===== config.mk =====
export PLATFORM = sky130hd
export DESIGN_NAME = tribus_datapath
export DESIGN_NICKNAME = d
export VERILOG_FILES = /design/src/rtl/tbd_pkg.sv /design/src/rtl/tbd_rst_sync.sv /design/src/rtl/tbd_logic_unit.sv /design/src/rtl/tbd_shift_unit.sv /design/src/rtl/tbd_addsub_unit.sv /design/src/rtl/tbd_dual_port_reg.sv /design/src/rtl/tbd_bus_keeper.sv /design/src/rtl/tribus_datapath.sv
export SDC_FILE = /design/constraint.sdc
export NUM_CORES = 1
export LEC_CHECK = 0
export CAP_MARGIN = 20
export CORE_ASPECT_RATIO = 0.6
export CORE_MARGIN = 8
export CORE_UTILIZATION = 38
export CTS_BUF_LIST = sky130_fd_sc_hd__clkbuf_4 sky130_fd_sc_hd__clkbuf_8
export DETAILED_ROUTE_END_ITERATION = 8
export HOLD_SLACK_MARGIN = 0.06
export PLACE_DENSITY = 0.63
export SKIP_LAST_GASP = 1
export SLEW_MARGIN = 10
export SYNTH_ARGS = -nofsm -noshare
export SYNTH_HDL_FRONTEND = slang
export SYNTH_SLANG_ARGS = --single-unit

===== constraint.sdc =====
create_clock -name clk -period 3 [get_ports clk]
set_input_delay 0.3 -clock clk [delete_from_list [all_inputs] [get_ports clk]]
set_output_delay 0.3 -clock clk [all_outputs]
set_load 0.01 [all_outputs]

===== src/rtl/tbd_pkg.sv =====
package tbd_pkg;
  typedef enum logic [1:0] {
    LOP_AND  = 2'd0,
    LOP_OR   = 2'd1,
    LOP_XOR  = 2'd2,
    LOP_NOTA = 2'd3
  } lop_e;
endpackage


===== src/rtl/tbd_rst_sync.sv =====
module tbd_rst_sync (
  input  logic clk,
  input  logic rst_n_a,
  output logic rst_n_s
);
  logic [1:0] sync_q;

  always_ff @(posedge clk or negedge rst_n_a) begin
    if (!rst_n_a) sync_q <= 2'b00;
    else          sync_q <= {sync_q[0], 1'b1};
  end

  assign rst_n_s = sync_q[1];
endmodule


===== src/rtl/tbd_logic_unit.sv =====
module tbd_logic_unit
  import tbd_pkg::*;
#(
  parameter int W = 8
) (
  input  logic [W-1:0] a,
  input  logic [W-1:0] b,
  input  logic [1:0]   op,
  output logic [W-1:0] y
);
  lop_e op_e;
  assign op_e = lop_e'(op);

  always_comb begin
    unique case (op_e)
      LOP_AND:  y = a & b;
      LOP_OR:   y = a | b;
      LOP_XOR:  y = a ^ b;
      LOP_NOTA: y = ~a;
      default:  y = '0;
    endcase
  end
endmodule


===== src/rtl/tbd_shift_unit.sv =====
module tbd_shift_unit #(
  parameter int W = 8
) (
  input  logic [W-1:0] a,
  input  logic         left,
  output logic [W-1:0] y
);
  always_comb begin
    if (left) y = {a[W-2:0], 1'b0};
    else      y = {1'b0, a[W-1:1]};
  end
endmodule


===== src/rtl/tbd_addsub_unit.sv =====
module tbd_addsub_unit #(
  parameter int W = 8
) (
  input  logic [W-1:0] a,
  input  logic [W-1:0] b,
  input  logic         sub,
  output logic [W-1:0] y
);
  logic [W-1:0] b_eff;

  always_comb begin
    b_eff = b ^ {W{sub}};
    y     = a + b_eff + {{(W-1){1'b0}}, sub};
  end
endmodule


===== src/rtl/tbd_dual_port_reg.sv =====
module tbd_dual_port_reg #(
  parameter int W = 8
) (
  input  logic         clk,
  input  logic         rst_n,
  input  logic         we,
  input  logic [W-1:0] d,
  output logic [W-1:0] q
);
  logic [W-1:0] q_r, q_n;

  always_comb begin
    q_n = q_r;
    if (we) q_n = d;
  end

  always_ff @(posedge clk or negedge rst_n) begin
    if (!rst_n) q_r <= '0;
    else        q_r <= q_n;
  end

  assign q = q_r;


  reg_write_chk: assert property (@(posedge clk) disable iff (!rst_n)
    we |=> (q == $past(d)));


  reg_hold_chk: assert property (@(posedge clk) disable iff (!rst_n)
    !we |=> $stable(q));
endmodule


===== src/rtl/tbd_bus_keeper.sv =====
module tbd_bus_keeper #(
  parameter int W = 8
) (
  input  logic         clk,
  input  logic         rst_n,
  input  logic         drive,
  input  logic [W-1:0] d,
  output logic [W-1:0] q
);
  logic [W-1:0] held_r, held_n;

  always_comb begin
    held_n = held_r;
    if (drive) held_n = d;
  end

  always_ff @(posedge clk or negedge rst_n) begin
    if (!rst_n) held_r <= '0;
    else        held_r <= held_n;
  end

  assign q = drive ? d : held_r;


  keep_capture_chk: assert property (@(posedge clk) disable iff (!rst_n)
    drive |=> (drive || (q == $past(d))));


  keep_hold_chk: assert property (@(posedge clk) disable iff (!rst_n)
    !drive |=> (drive || $stable(q)));
endmodule


===== src/rtl/tribus_datapath.sv =====
module tribus_datapath #(
  parameter int W = 8
) (
  input  logic         clk,
  input  logic         rst_n,
  input  logic [W-1:0] din,
  input  logic         ld_en,
  input  logic         fb_en,
  input  logic         sh_en,
  input  logic         as_en,
  input  logic [1:0]   fb_op,
  input  logic         sh_left,
  input  logic         as_sub,
  input  logic         r0_we,
  input  logic         r1_we,
  input  logic         r0_rx_en,
  input  logic         r0_ry_en,
  input  logic         r1_rx_en,
  input  logic         r1_ry_en,
  input  logic         rd_en,
  output logic [W-1:0] dout
);
  localparam int NREG = 2;
  localparam int NWZ  = 4;

  logic           rst_n_s;
  logic [W-1:0]   rx, ry, wz, wz_drv;
  logic           wz_any;
  logic [NREG-1:0] reg_we, reg_rxe, reg_rye;
  logic [W-1:0]   reg_q [NREG];
  logic [NWZ-1:0] wz_en;
  logic [W-1:0]   wz_src [NWZ];
  logic [W-1:0]   fb_res, sh_res, as_res;

  tbd_rst_sync u_rst (
    .clk     (clk),
    .rst_n_a (rst_n),
    .rst_n_s (rst_n_s)
  );

  assign reg_we  = {r1_we,    r0_we};
  assign reg_rxe = {r1_rx_en, r0_rx_en};
  assign reg_rye = {r1_ry_en, r0_ry_en};

  generate
    for (genvar g = 0; g < NREG; g++) begin : g_reg
      tbd_dual_port_reg #(.W(W)) u_reg (
        .clk   (clk),
        .rst_n (rst_n_s),
        .we    (reg_we[g]),
        .d     (wz),
        .q     (reg_q[g])
      );
    end
  endgenerate

  always_comb begin
    rx = '0;
    ry = '0;
    for (int i = 0; i < NREG; i++) begin
      if (reg_rxe[i]) rx = rx | reg_q[i];
      if (reg_rye[i]) ry = ry | reg_q[i];
    end
  end

  tbd_logic_unit #(.W(W)) u_fb (
    .a  (rx),
    .b  (ry),
    .op (fb_op),
    .y  (fb_res)
  );

  tbd_shift_unit #(.W(W)) u_sh (
    .a    (rx),
    .left (sh_left),
    .y    (sh_res)
  );

  tbd_addsub_unit #(.W(W)) u_as (
    .a   (rx),
    .b   (ry),
    .sub (as_sub),
    .y   (as_res)
  );

  assign wz_en     = {as_en, sh_en, fb_en, ld_en};
  assign wz_src[0] = din;
  assign wz_src[1] = fb_res;
  assign wz_src[2] = sh_res;
  assign wz_src[3] = as_res;

  always_comb begin
    wz_drv = '0;
    for (int i = 0; i < NWZ; i++) begin
      if (wz_en[i]) wz_drv = wz_drv | wz_src[i];
    end
  end

  assign wz_any = |wz_en;

  tbd_bus_keeper #(.W(W)) u_wz_keep (
    .clk   (clk),
    .rst_n (rst_n_s),
    .drive (wz_any),
    .d     (wz_drv),
    .q     (wz)
  );

  tbd_bus_keeper #(.W(W)) u_out_keep (
    .clk   (clk),
    .rst_n (rst_n_s),
    .drive (rd_en),
    .d     (rx),
    .q     (dout)
  );


  wz_single_driver_chk: assert property (@(posedge clk) disable iff (!rst_n_s)
    $countones(wz_en) <= 1);


  rx_single_driver_chk: assert property (@(posedge clk) disable iff (!rst_n_s)
    $countones(reg_rxe) <= 1);


  ry_single_driver_chk: assert property (@(posedge clk) disable iff (!rst_n_s)
    $countones(reg_rye) <= 1);


  out_hold_chk: assert property (@(posedge clk) disable iff (!rst_n_s)
    ($past(rd_en) && !rd_en) |-> (dout == $past(rx)));
endmodule


==> qor.csv, run 1 <==
stage,metric,value,unit
outcome,status,finished clean,
setup_path,cp.depth,11,
setup_path,cp_cell_sequence,"clkdlybuf4s50_1, buf_4, a22oi_1, xnor2_1, ha_1, nor4b_1, mux2_4, or3_4, xnor2_1, a221oi_2, a21oi_1",
setup_path,crit_fanout,6,
grt,grt_pass1_vias,2460,
timing,fmax,0.350,GHz
placed_design,port_buffers,32,
grt,gr-total-overflow,0,
synth,synth_edf_count,0,
cts,cts-root-buf,clkbuf_8,
grt,track_usage,0.165,
synth,yosysSeqAreaShare,0.303,
finish,fin_util,0.493,
timing,tightest_slew,778,ps
finish,layout.cells.non_filler,453,
routing,dr_total_vias,2543,
setup_path,cpPeakStageDelay,490,ps
cts,ctsLongestPathBuffers,2,
timing,setup_violations,0,
grt,grt_pass1_wl,13.3,mm
cts,cts_buffers,5,
placed_design,placed_cells,445,
synth,synth.avg_cell_area,9.27,um2
setup_path,cp_top_family,compound AO/OA/AOI/OAI gates,
grt,antenna_found_initial,0,
routing,drtIter0Drc,241,
finish,synthToLayoutAreaGrowth,26.4,%
flow_run,max_cap_violations,0,
synth,ys_warn_count,0,
routing,wl_per_cell,18.2,um
grt,grt_use_met2,0.250,
setup_path,start_kind,input port,
timing,whs,165,ps
routing,drt_pre_antenna_iters,5,
placed_design,finalWeightedCongestion,0.850,
cts,cts.sinks,34,
timing,slew_violations,0,
synth,syn_area,2810,um2
synth,syn_nets,348,
timing,fin_skew,9.67,ps
finish,n_antenna_cell,0,
synth,syn_inst,303,
timing,period_needed,2860,ps
cts,insertion_delay,300,ps
grt,gr-usage-met1,0.235,
worst_hold_path,hp-class,in2async,
floorplanning,ios,33,
synth,yosys_most_used_dff,dfrtp_1,
floorplanning,num_rows,24,
setup_path,slowest_stage,clkdlybuf4s50_1,
power,finalPower,2910,uW
setup_path,arrival,3010,ps
finish,drive_gt1_frac,0.227,
cts,cts_tree,yes,
setup_path,cp.buffers_inverters,2,
power,p_per_area,819,nW/um2
floorplanning,dieHeight,82.6,um
cts,cts.htree.levels,2,
grt,top_usage_layer,met2,
routing,ant_nets,0,
timing,fin_crit_sh,0.952,
power,leakage,0.00153,uW
floorplanning,die_w,127,um
setup_path,worstSetupPathType,in2reg,
floorplanning,start_util,0.390,
cts,cts_setup_buffers,0,
routing,drc,0,
floorplanning,core_area,7210,um2
synth,synth_cell_types,63,
routing,vias_per_cell,5.61,
power,ir_drop,0.000323,V
setup_path,rr_worst_depth,11,
setup_path,crit_top_cell,xnor2_1,
finish,nNetsFinal,406,
routing,drt-total-wl,8.24,mm
grt,met3_usage,0.0385,
grt,grt_max_degree,20,
synth,async_flop_share,1.00,
floorplanning,die_area,10500,um2
timing,maxSlewHeadroom,0.481,
placed_design,dp_hpwl,6.62,mm
setup_path,endpoint_kind,flip-flop,
cts,path_clk_slew,80,ps
synth,synth_seq_cells,34,
setup_path,worstPathRequired,3160,ps
timing,hold_viol,0,
power breakdown:
| part | switching [uW] | internal, uW |
|---|---|---|
| Combinational | 913 | 873 |
| Clock | 178 | 194 |
| Sequential | 124 | 627 |
| Total | 1210 | 1690 |
metal layers:
layer  up-vias  wire (um)
met5         -          0
met4         0         78
met3         8        843
met2       118       3420
met1      1196       3900
li1       1221          -
cell usage after synthesis (all sizes together) (2+ instances only):
cell type	instances	area, um2
o21ai	15	75.1
a31oi	5	31.3
o211ai	2	20.0
a222oi	2	20.0
inv	31	121
nor3	6	30.0
nor2	25	93.8
dfrtp	34	851
nand2b	4	25.0
ha	20	250
o22ai	6	37.5
a211oi	2	20.0
mux4	7	158
nor4	4	25.0
mux2i	8	80.1
clkbuf	12	45.0
and3	2	12.5
nand2	20	75.1
o31ai	4	35.0
buf	8	53.8
a21oi	24	120
mux2	6	71.3
xnor2	12	113
nor4b	2	17.5
a221oi	3	38.8
a22o	2	27.5
a22oi	14	149
a221o	3	30.0
repair_timing:
action | CTS | global route
resized for setup | 0 | 1
hold buffers | 0 | 0
endpoints found under the setup margin | 0 | 1
metrics by stage:
| stage | cell area, um2 | setup slack [ps] | TNS (ps) |
|---|---|---|---|
| 6_report | 3550 | 145 | 0 |
| 5_1_grt | 3550 | -12.3 | -12.3 |
| 4_1_cts | 3550 | 169 | 0 |
| 3_5_place_dp | 3450 | -146 | -748 |
| 3_3_place_gp | 3450 | -32.6 | -81.4 |
| 2_1_floorplan | 2810 | 230 | 0 |
worst register-to-register path: stages, from the launching register on:
cell      delay, ps
dfrtp_1         420
a22o_4          280
inv_6            50
xnor2_1         140
xnor2_1         160
ha_1            230
nor4b_1          70
mux2_4          270
or3_4           400
xnor2_1         150
a221oi_2        290
a21oi_1         120
worst paths after layout:
check,startpoint,endpoint,slack [ps]
worst max-delay path,r0_ry_en,g_reg[1].u_reg.q[4],140
worst min-delay path,rst_n,u_rst.sync_q[1],170
worst max register to register,g_reg[0].u_reg.q[1],g_reg[1].u_reg.q[4],290
worst min register to register,u_rst.sync_q[1],g_reg[1].u_reg.q[4],310
max in group asynchronous,u_rst.sync_q[1],g_reg[1].u_reg.q[1],2000
min in group clk,u_rst.sync_q[0],u_rst.sync_q[1],360
logic make-up (layout without fill, tap and decap cells):
family,after synthesis,after routing,share of synthesized area
buf+inv,51,110,0.0784
fa+ha+maj,21,21,0.0926
simple gates,68,68,0.112
flops,34,34,0.303
xor+xnor,14,14,0.0512
other cells,1,1,0.00133
compound gates,93,93,0.252
mux,21,21,0.110
sequential cells by signal (all words and copies together), names as in the netlist:
| name | flops |
|---|---|
| g.u_reg.q | 16 |
| u_wz_keep.held_r | 8 |
| u_rst.sync_q | 2 |
| u_out_keep.held_r | 8 |
layout make-up:
cell class,instances,area [um2]
Fill cell,681,3660
Multi-Input combinational cell,218,1740
Sequential cell,34,851
Timing Repair Buffer,71,626
Inverter,31,121
Tap cell,91,114
Clock buffer,7,90.1
Clock inverter,1,5.00
placed cells by master, fill, tap and decap left out, drive strengths merged, types with 2 or more instances in the layout:
cell type / netlist / routed
buf: 8 / 39
dfrtp: 34 / 34
clkdlybuf4s50: 0 / 32
inv: 31 / 31
nor2: 25 / 25
a21oi: 24 / 24
nand2: 20 / 20
ha: 20 / 20
o21ai: 15 / 15
a22oi: 14 / 14
xnor2: 12 / 12
mux2i: 8 / 8
mux4: 7 / 7
clkbuf: 12 / 7
nor3: 6 / 6
o22ai: 6 / 6
mux2: 6 / 6
a31oi: 5 / 5
nor4: 4 / 4
nand2b: 4 / 4
o31ai: 4 / 4
a221o: 3 / 3
a221oi: 3 / 3
nor4b: 2 / 2
a222oi: 2 / 2
and3: 2 / 2
a22o: 2 / 2
o211ai: 2 / 2
a211oi: 2 / 2
Power figures use the tool's default switching activity.
==> inputs of run 2 (changes only) <==
--- a/config.mk
+++ b/config.mk
@@ -5,6 +5,7 @@
 export SDC_FILE = /design/constraint.sdc
 export NUM_CORES = 1
 export LEC_CHECK = 0
+export ABC_AREA = 1
 export CAP_MARGIN = 20
 export CORE_ASPECT_RATIO = 0.6
 export CORE_MARGIN = 8
==> run 2 against run 1 <==
Against the previous run: routed wire length down 6.5%; non-clock buffer count down 31; final cell count up 9.3%; critical path depth down 5; clock power up 17%; critical endpoint is now dout[4]; largest power group unchanged; highest routed layer unchanged.
==> qor.csv, run 2 <==
stage,metric,value,unit,change
placed_design,dp_hpwl,6.25,mm,-5.6%
floorplanning,start_util,0.397,,+0.00748
cts,cts.sinks,34,,unchanged
setup_path,rr_worst_depth,16,,+5
routing,drt_pre_antenna_iters,4,,-1
synth,yosysTopAreaCellShare,0.317,,+0.0138
grt,antenna_found_initial,0,,unchanged
synth,yosys_most_used_dff,dfrtp_1,,
setup_path,worstPathRequired,2700,ps,-460 ps
setup_path,arrival,2340,ps,-670 ps
synth,syn_area,2690,um2,-4.4%
timing,rsz0062_at_grt,no,,
power,p_per_area,605,nW/um2,-26%
synth,ys_top_cells_by_count,"nand2_1, inv_1, dfrtp_1",,
timing,hold_viol,0,,unchanged
placed_design,placed_cells,487,,+9.4%
setup_path,crit_fanout,5,,-1
synth,async_flop_share,1.00,,unchanged
power,p_sw_frac,0.403,,-0.0144
routing,ant_nets,0,,unchanged
cts,insertion_delay,280,ps,-20 ps
power,internal_power,1160,uW,-31%
grt,track_usage,0.152,,-0.0127
finish,fin_util,0.476,,-0.0170
placed_design,place_area,3100,um2,-10%
finish,layout.cells.non_filler,495,,+9.3%
power,ir_drop,0.000236,V,-27%
power,combinationalPowerShare,0.462,,-0.152
timing,maxSlewHeadroom,0.629,,+0.148
finish,stdcell_area,3220,um2,-9.4%
synth,synth_seq_cells,34,,unchanged
synth,synth.avg_cell_area,7.24,um2,-22%
grt,grt_pass1_wl,12.5,mm,-6.2%
power,clkPwrFrac,0.224,,+0.096
synth,synth_cell_types,40,,-37%
timing,tightest_slew,554,ps,-224 ps
setup_path,start_kind,input port,,
timing,fin_skew,4.63,ps,-5.04 ps
cts,path_clk_slew,70,ps,about the same
power,seq_power_share,0.315,,+0.057
power,finalPower,1950,uW,-33%
routing,wl_per_cell,15.6,um,-14%
synth,syn_inst,371,,+22%
synth,synthMostInstantiatedCell,nand2_1,,
timing,fin_crit_sh,0.878,,-0.0734
synth,ys_warn_count,0,,unchanged
setup_path,r2r_start,g_reg[1].u_reg.q[2],,
floorplanning,ios,33,,unchanged
power,switchingPower,785,uW,-35%
floorplanning,dieHeight,81.1,um,-1.8%
routing,drt-total-wl,7.70,mm,-6.5%
synth,synth_edf_count,0,,unchanged
floorplanning,die_w,125,um,-1.9%
finish,largest_reg_flops,16,,unchanged
synth,yosys-top-cells-area,"dfrtp_1, nand2_1, ha_1, inv_1, a21oi_1",,
synth,yosysSeqAreaShare,0.317,,+0.0138
grt,grt_pass1_vias,2417,,-1.7%
floorplanning,die_area,10100,um2,-3.7%
floorplanning,core_area,6760,um2,-6.2%
finish,synthToLayoutAreaGrowth,19.7,%,
power,leakage,0.00158,uW,+3.4%
setup_path,r2r_slack,760,ps,+470 ps
cts,cts_buffers,5,,unchanged
finish,fillers,684,,+0.44%
outcome,status,finished clean,,
routing,vias_per_cell,5.12,,-8.8%
grt,gr-total-overflow,0,,unchanged
cts,ctsLongestPathBuffers,2,,unchanged
finish,nNetsFinal,452,,+11%
finish,drive_gt1_frac,0.142,,-0.0844
flow_run,max_cap_violations,0,,unchanged
setup_path,endpoint_kind,output pin,,
worst_hold_path,hp-class,in2async,,
timing,period_needed,2640,ps,-220 ps
cts,ctsHoldBuffers,0,,unchanged
finish,final_common_cell,nand2_1,,
timing,slew_violations,0,,unchanged
finish,n_antenna_cell,0,,unchanged
cts,cts_tree,yes,,
synth,synth_top_cell_by_area,dfrtp_1,,
cts,cts-root-buf,clkbuf_8,,
cts,cts.htree.levels,2,,unchanged
cts,cts_resized,0,,unchanged
synth,syn_nets,416,,+20%
timing,fmax,0.379,GHz,+8.4%
routing,dr_total_vias,2535,,-0.31%
routing,drtIter0Drc,224,,-7.1%
grt,grt_max_degree,33,,+65%
routing,drc,0,,unchanged
finish,final_cell_mix,"nand2_1, inv_1, dfrtp_1, clkdlybuf4s50_1, a21oi_1",,
setup_path,r2r-end,g_reg[1].u_reg.q[5],,
placed_design,port_buffers,32,,unchanged
timing,fin_tns_setup,0,ps,unchanged
placed_design,finalWeightedCongestion,0.939,,+10%
floorplanning,num_rows,23,,-4.2%
cts,cts_setup_buffers,0,,unchanged
setup_path,worstSetupPathType,in2out,,
timing,setup_violations,0,,unchanged
==> run 2: cell families after synthesis <==
kind of cell,count (synthesis),share of synthesized area
other cells,1,0.00140
fa+ha+maj,20,0.0931
xor+xnor,6,0.0196
flops,34,0.317
buf+inv,61,0.0982
simple gates,167,0.279
compound gates,82,0.192
==> run 2: critical path: stages <==
cell and delay [ps]:
clkdlybuf4s50_1 670, inv_2 130, o22ai_2 300, inv_1 150
a21oi_1 210, clkdlybuf4s50_1 580
==> run 2: power by group through the flow <==
stage               sequential [uW]  combinational [uW]  clock (uW)
finish                          613                 899         435
global route                    623                1010         462
CTS                             612                 895         450
detailed placement              620                 888           0
global placement                620                 863           0
floorplan                       611                 641           0
==> run 2: cell type report <==
cell class | count | area (um2) | share of cell area
Clock buffer | 6 | 76.3 | 0.0237
Sequential cell | 34 | 851 | 0.264
Inverter | 50 | 190 | 0.0591
Timing Repair Buffer | 40 | 380 | 0.118
Multi-Input combinational cell | 276 | 1570 | 0.489
Clock inverter | 2 | 37.5 | 0.0117
Tap cell | 87 | 109 | 0.0338
==> run 2: metal layers <==
metal | global-route usage | wire length [um] | part of all wire
met4 | 0.0275 | 44 | 0.0057
met5 | 0 | 0 | 0
met2 | 0.210 | 2900 | 0.38
met3 | 0.0325 | 701 | 0.091
met1 | 0.233 | 4060 | 0.53
==> run 2: stage by stage <==
stage	hold WS, ps	setup slack [ps]
floorplan	4.41	1040
global placement	284	371
detailed placement	284	273
CTS	163	399
global route	169	304
finish	169	365
==> run 2: how the worst max path moves through the flow <==
stage                        startpoint             endpoint  slack [ps]  depth (start not counted)
finish                         r1_rx_en              dout[4]         360                          6
global route                   r1_rx_en              dout[4]         300                          6
CTS                            r1_rx_en              dout[4]         400                          6
detailed placement             r1_ry_en  g_reg[1].u_reg.q[7]         270                         13
global placement               r1_ry_en  g_reg[0].u_reg.q[7]         370                         13
floorplan           g_reg[1].u_reg.q[4]  g_reg[0].u_reg.q[7]        1040                         12
